[config.mk]
export PLATFORM = sky130hd
export DESIGN_NAME = resmon_top
export DESIGN_NICKNAME = d
export VERILOG_FILES = /design/src/rtl/resmon_pkg.sv /design/src/rtl/resmon_datapath.sv /design/src/rtl/resmon_control.sv /design/src/rtl/resmon_top.sv
export SDC_FILE = /design/constraint.sdc
export NUM_CORES = 1
export LEC_CHECK = 0
export BUFFER_PORTS_ARGS = -buffer_cell sky130_fd_sc_hd__clkbuf_2
export CORE_MARGIN = 2
export CORE_UTILIZATION = 66
export CTS_CLUSTER_DIAMETER = 200
export CTS_CLUSTER_SIZE = 24
export DETAILED_ROUTE_END_ITERATION = 10
export PLACE_DENSITY = 0.87
export SYNTH_ARGS = -nofsm -noshare
export SYNTH_HDL_FRONTEND = slang
export SYNTH_SLANG_ARGS = --single-unit
[constraint.sdc]
create_clock -name clk -period 9.24 [get_ports clk]
set_input_delay 2.772 -clock clk [delete_from_list [all_inputs] [get_ports clk]]
set_output_delay 2.772 -clock clk [all_outputs]
set_load 0.005 [all_outputs]
[src/rtl/resmon_pkg.sv]
package resmon_pkg;

  typedef enum logic [1:0] {
    OP_LOAD      = 2'd0,
    OP_RESLOAD   = 2'd1,
    OP_STORE     = 2'd2,
    OP_CONDSTORE = 2'd3
  } reqOp_e;

  localparam int SIZE_W = 4;

  // Strobes from control to datapath
  typedef struct packed {
    logic takeTag;
    logic dropTag;
    logic respond;
    logic fail;
  } ctlStrobe_t;

  // Comparison results from datapath to control
  typedef struct packed {
    logic excl;
    logic overlap;
    logic exactMatch;
    logic ownerHit;
  } dpFlags_t;

  // Legal sizes: a single set bit at a power of two up to 2**maxLog2
  function automatic logic sizeLegal(input logic [SIZE_W-1:0] sz, input int maxLog2);
    logic ok;
    ok = 1'b0;
    for (int i = 0; i < SIZE_W; i++) begin
      if (i <= maxLog2 && sz == (SIZE_W'(1) << i)) ok = 1'b1;
    end
    return ok;
  endfunction

endpackage

[src/rtl/resmon_datapath.sv]
module resmon_datapath
  import resmon_pkg::*;
#(
  parameter int ADDR_W = 32,
  parameter int OWNER_W = 4,
  parameter int MAX_SIZE_LOG2 = 3
) (
  input  logic               clk,
  input  logic               rst,
  input  logic               reqValid,
  input  logic [1:0]         reqOp,
  input  logic [ADDR_W-1:0]  reqAddr,
  input  logic [SIZE_W-1:0]  reqSize,
  input  logic [OWNER_W-1:0] reqOwner,
  input  ctlStrobe_t         strobe,
  output dpFlags_t           flags
);

  localparam int END_W = ADDR_W + 1;

  logic               exclQ;
  logic [ADDR_W-1:0]  tagAddrQ;
  logic [SIZE_W-1:0]  tagSizeQ;
  logic [OWNER_W-1:0] tagOwnerQ;

  logic [END_W-1:0] reqStart, reqEnd, tagStart, tagEnd;
  logic disjoint;

  // Inclusive-end ranges, one extra bit so the end never wraps
  always_comb begin
    reqStart = {1'b0, reqAddr};
    reqEnd   = reqStart + END_W'(reqSize);
    tagStart = {1'b0, tagAddrQ};
    tagEnd   = tagStart + END_W'(tagSizeQ);
    disjoint = (reqEnd < tagStart) || (tagEnd < reqStart);
  end

  always_comb begin
    flags.excl       = exclQ;
    flags.overlap    = !disjoint;
    flags.ownerHit   = (reqOwner == tagOwnerQ);
    flags.exactMatch = (reqAddr == tagAddrQ) && (reqSize == tagSizeQ) &&
                       (reqOwner == tagOwnerQ);
  end

  always_ff @(posedge clk) begin
    if (rst) begin
      exclQ     <= 1'b0;
      tagAddrQ  <= '0;
      tagSizeQ  <= '0;
      tagOwnerQ <= '0;
    end else if (strobe.takeTag) begin
      exclQ     <= 1'b1;
      tagAddrQ  <= reqAddr;
      tagSizeQ  <= reqSize;
      tagOwnerQ <= reqOwner;
    end else if (strobe.dropTag) begin
      exclQ     <= 1'b0;
      tagAddrQ  <= '0;
      tagSizeQ  <= '0;
      tagOwnerQ <= '0;
    end
  end

  // a legal reserving load always ends with its own tag in place
  a_r2_resload_takes: assert property (@(posedge clk) disable iff (rst)
    reqValid && reqOp == OP_RESLOAD && sizeLegal(reqSize, MAX_SIZE_LOG2)
    |=> exclQ && tagAddrQ == $past(reqAddr) && tagOwnerQ == $past(reqOwner));

  // any conditional store leaves no reservation
  a_r4_cond_clears: assert property (@(posedge clk) disable iff (rst)
    reqValid && reqOp == OP_CONDSTORE |=> !exclQ);

  // a plain load leaves the reservation untouched
  a_r8_load_inert: assert property (@(posedge clk) disable iff (rst)
    reqValid && reqOp == OP_LOAD |=> $stable(exclQ) && $stable(tagAddrQ) && $stable(tagOwnerQ));

  // the owner's own plain store does not cancel
  a_r6_owner_store_keeps: assert property (@(posedge clk) disable iff (rst)
    reqValid && reqOp == OP_STORE && exclQ && reqOwner == tagOwnerQ |=> exclQ);

  // an illegal size on a non-conditional op changes nothing
  a_r9_bad_size_inert: assert property (@(posedge clk) disable iff (rst)
    reqValid && reqOp != OP_CONDSTORE && !sizeLegal(reqSize, MAX_SIZE_LOG2)
    |=> $stable(exclQ) && $stable(tagAddrQ) && $stable(tagSizeQ));

endmodule

[src/rtl/resmon_control.sv]
module resmon_control
  import resmon_pkg::*;
#(
  parameter int MAX_SIZE_LOG2 = 3
) (
  input  logic              clk,
  input  logic              rst,
  input  logic              reqValid,
  input  logic [1:0]        reqOp,
  input  logic [SIZE_W-1:0] reqSize,
  input  dpFlags_t          flags,
  output ctlStrobe_t        strobe,
  output logic              respValid,
  output logic              respFail
);

  reqOp_e op;
  logic   sizeOk;

  always_comb begin
    op     = reqOp_e'(reqOp);
    sizeOk = sizeLegal(reqSize, MAX_SIZE_LOG2);
    strobe = '0;
    if (reqValid) begin
      unique case (op)
        OP_RESLOAD: strobe.takeTag = sizeOk;
        OP_STORE:   strobe.dropTag = sizeOk && flags.excl && flags.overlap && !flags.ownerHit;
        OP_CONDSTORE: begin
          strobe.dropTag = 1'b1;
          strobe.respond = 1'b1;
          strobe.fail    = !(sizeOk && flags.excl && flags.exactMatch);
        end
        default: ;
      endcase
    end
  end

  always_ff @(posedge clk) begin
    if (rst) begin
      respValid <= 1'b0;
      respFail  <= 1'b0;
    end else begin
      respValid <= strobe.respond;
      respFail  <= strobe.respond ? strobe.fail : 1'b0;
    end
  end

  // a pass needs a held reservation in the request cycle
  a_r3_pass_needs_excl: assert property (@(posedge clk) disable iff (rst)
    respValid && !respFail |-> $past(flags.excl) && $past(flags.exactMatch));

  // a response is never two cycles long
  a_r10_single_pulse: assert property (@(posedge clk) disable iff (rst)
    respValid && !(reqValid && op == OP_CONDSTORE) |=> !respValid);

endmodule

[src/rtl/resmon_top.sv]
module resmon_top
  import resmon_pkg::*;
#(
  parameter int ADDR_W = 32,
  parameter int OWNER_W = 4,
  parameter int MAX_SIZE_LOG2 = 3
) (
  input  logic               clk,
  input  logic               rst,
  input  logic               reqValid,
  input  logic [1:0]         reqOp,
  input  logic [ADDR_W-1:0]  reqAddr,
  input  logic [3:0]         reqSize,
  input  logic [OWNER_W-1:0] reqOwner,
  output logic               respValid,
  output logic               respFail
);

  ctlStrobe_t strobe;
  dpFlags_t   flags;

  resmon_datapath #(
    .ADDR_W(ADDR_W), .OWNER_W(OWNER_W), .MAX_SIZE_LOG2(MAX_SIZE_LOG2)
  ) u_dp (
    .clk(clk), .rst(rst), .reqValid(reqValid), .reqOp(reqOp),
    .reqAddr(reqAddr), .reqSize(reqSize), .reqOwner(reqOwner),
    .strobe(strobe), .flags(flags)
  );

  resmon_control #(
    .MAX_SIZE_LOG2(MAX_SIZE_LOG2)
  ) u_ctl (
    .clk(clk), .rst(rst), .reqValid(reqValid), .reqOp(reqOp),
    .reqSize(reqSize), .flags(flags), .strobe(strobe),
    .respValid(respValid), .respFail(respFail)
  );

  // no response leaves the block in the cycle after reset
  a_r1_quiet_after_reset: assert property (@(posedge clk)
    $past(rst) |-> !respValid);

endmodule

==> summary.md <==
| Metric | Value |
|---|---|
| Pwr dens | 82.7 nW/µm² |
| Kind of start point of the critical path | input port |
| Clock sinks | 43 |
| GRT Residual Overflow | 0 |
| Clk pin slew, worst setup/hold paths | 0.11 ns |
| CP Max Fanout | 41 |
| Hold Fails Final Rpt | 0 |
| Clock root cell | clkbuf_8 |
| Layout cells sized above 1 | 16.1% |
| Fin crit period | 6.84 ns |
| DP Wirelength | 10.7 mm |
| Mean Syn Cell Area | 7.82 µm² |
| Synthesis Warnings | 0 |
| Peak supply drop | 0.0532 mV |
| RSZ-0062 raised after global routing | no |
| WHS | 0.514 ns |
| Final WL | 13.8 mm |
| Antenna violations before repair | 0 |
| CP peak stage delay | 0.64 ns |
| Pins over their slew limit | 0 |
| Total track usage | 33.0% |
| Largest net degree at the start of global routing | 44 |
| Critical path cell sequence | clkbuf_2, ha_1, a21o_1, a21oi_1, o21ai_0, nand4_1, or3b_1, nor2b_1, xnor2_1, ha_1, nand3_1, nor4_1, a221o_1, nor3_1, a311oi_4, buf_4, o21ai_1 |
| Slew at the pin with the worst max-slew slack | 0.815 ns |
| GR Util met1 | 43.0% |
| Antenna diodes | 0 |
| Clk_skew | 0.0103 ns |
| GRT busiest layer | met2 |
| Site row count | 32 |
| Clock Tree Buf Depth | 2 |
| Register bit total from synthesis | 43 |
| Starting Density | 67.9% |
| 1st-pass router iterations | 5 |
| Xor/xnor share of the synthesized area | 16.7% |
| Synthesized area | 5250 µm² |
| Area grow syn2layout | 5.96% |
| Crit path top cell by count | ha_1 |
| Die Wd | 93.2 µm |
| DRC Markers | 0 |
| Via count | 4952 |
| Chip height | 93.2 µm |
| Average wire per standard cell | 17.3 µm |
| TritonCTS buffer count | 5 |
| Met2 Use GR | 53.0% |
| Critical path required time | 9.43 ns |
| CTS tree | built |
| Die area | 8680 µm² |
| RePlAce Congestion | 0.975 |
| EDFF count, synth | 0 |
| Syn_nets | 788 |
| Setup Viol. Count Final | 0 |
| Setup TNS | 0 ns |
| # H-tree levels | 2 |
| Largest family of logic cells by synthesized area | simple AND/OR/NAND/NOR gates |
| Asr flop ratio synth | 0% |
| Compound-cell area share of the yosys netlist | 15.8% |
| Mapped Cells | 671 |
| Post-synth top area share | 16.7% |
| Prevailing post-synth register cell | dfxtp_1 |
| Final Net Count | 813 |
| Multiplexer share of the synthesized area | 0% |
| Post-synthesis adder-cell area fraction | 17.5% |
| CP max stage cell | buf_4 |
| Top post-synthesis cells by count | nand2_1, inv_1, ha_1, xnor2_1, dfxtp_1 |
| Synth top area cells | ha_1, dfxtp_1, xnor2_1, o21ai_2, nand3b_1 |
| Most frequent cell after synthesis | nand2_1 |
| I/O Pins | 47 |
| Filler cells | 629 |
| Post-synthesis sequential area ratio | 16.4% |
| HP Class | reg -> reg |
| Slew margin rel. | 45.5% |
| Setup crit end kind | flop |
| Number of vias per cell | 6.20 |
| Vias in the first global route | 4942 |
| Pleak | 0.00233 µW |
| Port-buffer cells | 46 |
| Tcrit/Tclk final | 74.1% |
| Status | complete, no violations |
| Synth Area in Simple Gates | 24.9% |
| MaxCap Viol Count | 0 |
| Crit path kind | in -> reg |
| First-pass GRT wire length | 23.0 mm |
| Core ar. | 7730 µm² |
| Area leader, netlist | ha_1 |
| Hold_buf cts | 0 |
| Peak Freq | 146 MHz |
| Critical path arrival | 7.03 ns |
| Antenna viol nets, final | 0 |
| Synth cell types | 58 |
| Post-cts resize count | 0 |
| Clk_lat worst skew | 0.32 ns |
| Detailed Route Iter0 Violations | 278 |
| Met3 usage | 5.32% |
| Post-CTS setup buffers | 0 |
## sequential cells by signal, summed over array words and instances, names as in the netlist
name	count
u_dp.tagSizeQ	4
u_dp.tagAddrQ	32
u_ctl.respFail	1
u_dp.tagOwnerQ	4
u_ctl.respValid	1
u_dp.exclQ	1
## critical path, delay by kind of cell
kind,cells,cell delay (ns)
AOI/OAI and AO/OA,6,1.21
adders and majority gates,2,0.60
and+or+nand+nor,6,1.57
xor gates and xnor gates,1,0.10
buffers and inverters,2,0.76
## worst paths after layout
kind                                                    start  slack [ns]                        endpoint  depth (start not counted)
worst max register to register  u_dp.tagAddrQ[0]$_SDFFE_PP0P_        4.59  u_dp.tagOwnerQ[3]$_SDFFE_PP0P_                         19
worst min register to register        u_dp.exclQ$_SDFFE_PP0P_        0.51         u_dp.exclQ$_SDFFE_PP0P_                          2
worst min-delay path                  u_dp.exclQ$_SDFFE_PP0P_        0.51         u_dp.exclQ$_SDFFE_PP0P_                          2
worst max-delay path                               reqAddr[1]        2.40  u_dp.tagOwnerQ[3]$_SDFFE_PP0P_                         17
## cell usage in the layout (no fill, tap or decap), types with 4 or more instances in the layout
cell      count
and3_1        4
clkbuf_2     46
inv_1        71
nand2_1      75
xor2_1       34
buf_4         4
o21ai_0      15
a21o_1        7
clkbuf_8      5
nor2_1       31
o21ai_2      39
nor4_1       10
xnor2_1      66
dfxtp_1      43
nand3_1      23
a21oi_1      28
nand4_1      17
nor2b_1       6
a211oi_1      5
nor3_1       11
nand3b_1     41
ha_1         70
## logic make-up (layout without fill, tap and decap cells)
family                     Yosys count  after routing
AOI/OAI and AO/OA                  113            113
buffers and inverters              106            132
DFF                                 43             43
xor gates and xnor gates           100            100
adders and majority gates           72             72
and+or+nand+nor                    237            237
## through the flow
step	power, µW	utilization, %	std cells	setup slack, ns	instance area [µm²]
2_1_floorplan	279	-	671	3.13	5250
3_3_place_gp	316	70.7	791	2.34	5470
3_5_place_dp	320	70.7	791	2.15	5470
4_1_cts	454	72.0	799	2.46	5560
5_1_grt	477	72.0	799	2.13	5560
6_report	460	72.0	799	2.40	5560
## cell type report
| class | instances | area, µm² | share of cell area (%) |
|---|---|---|---|
| multi-input combinational | 522 | 3940 | 70.8 |
| tap | 102 | 128 | 2.30 |
| clock inverter | 3 | 26.3 | 0.473 |
| inverter | 74 | 278 | 5.00 |
| clock buffer | 5 | 68.8 | 1.24 |
| sequential | 43 | 861 | 15.5 |
| timing repair buffer | 50 | 260 | 4.68 |
## power breakdown
part	leakage [µW]	total [µW]	switching, µW	internal (µW)
sequential	0.000348	194	5.52	189
combinational	0.00194	126	74.3	51.6
clock	0.0000491	139	83.4	55.9
## routing by layer
layer	vias to the layer above	wire, µm
met4	0	569
li1	2348	-
met2	238	6240
met3	48	1030
met5	-	0
met1	2318	5970
Note: power is estimated with default switching activity, not from simulation.
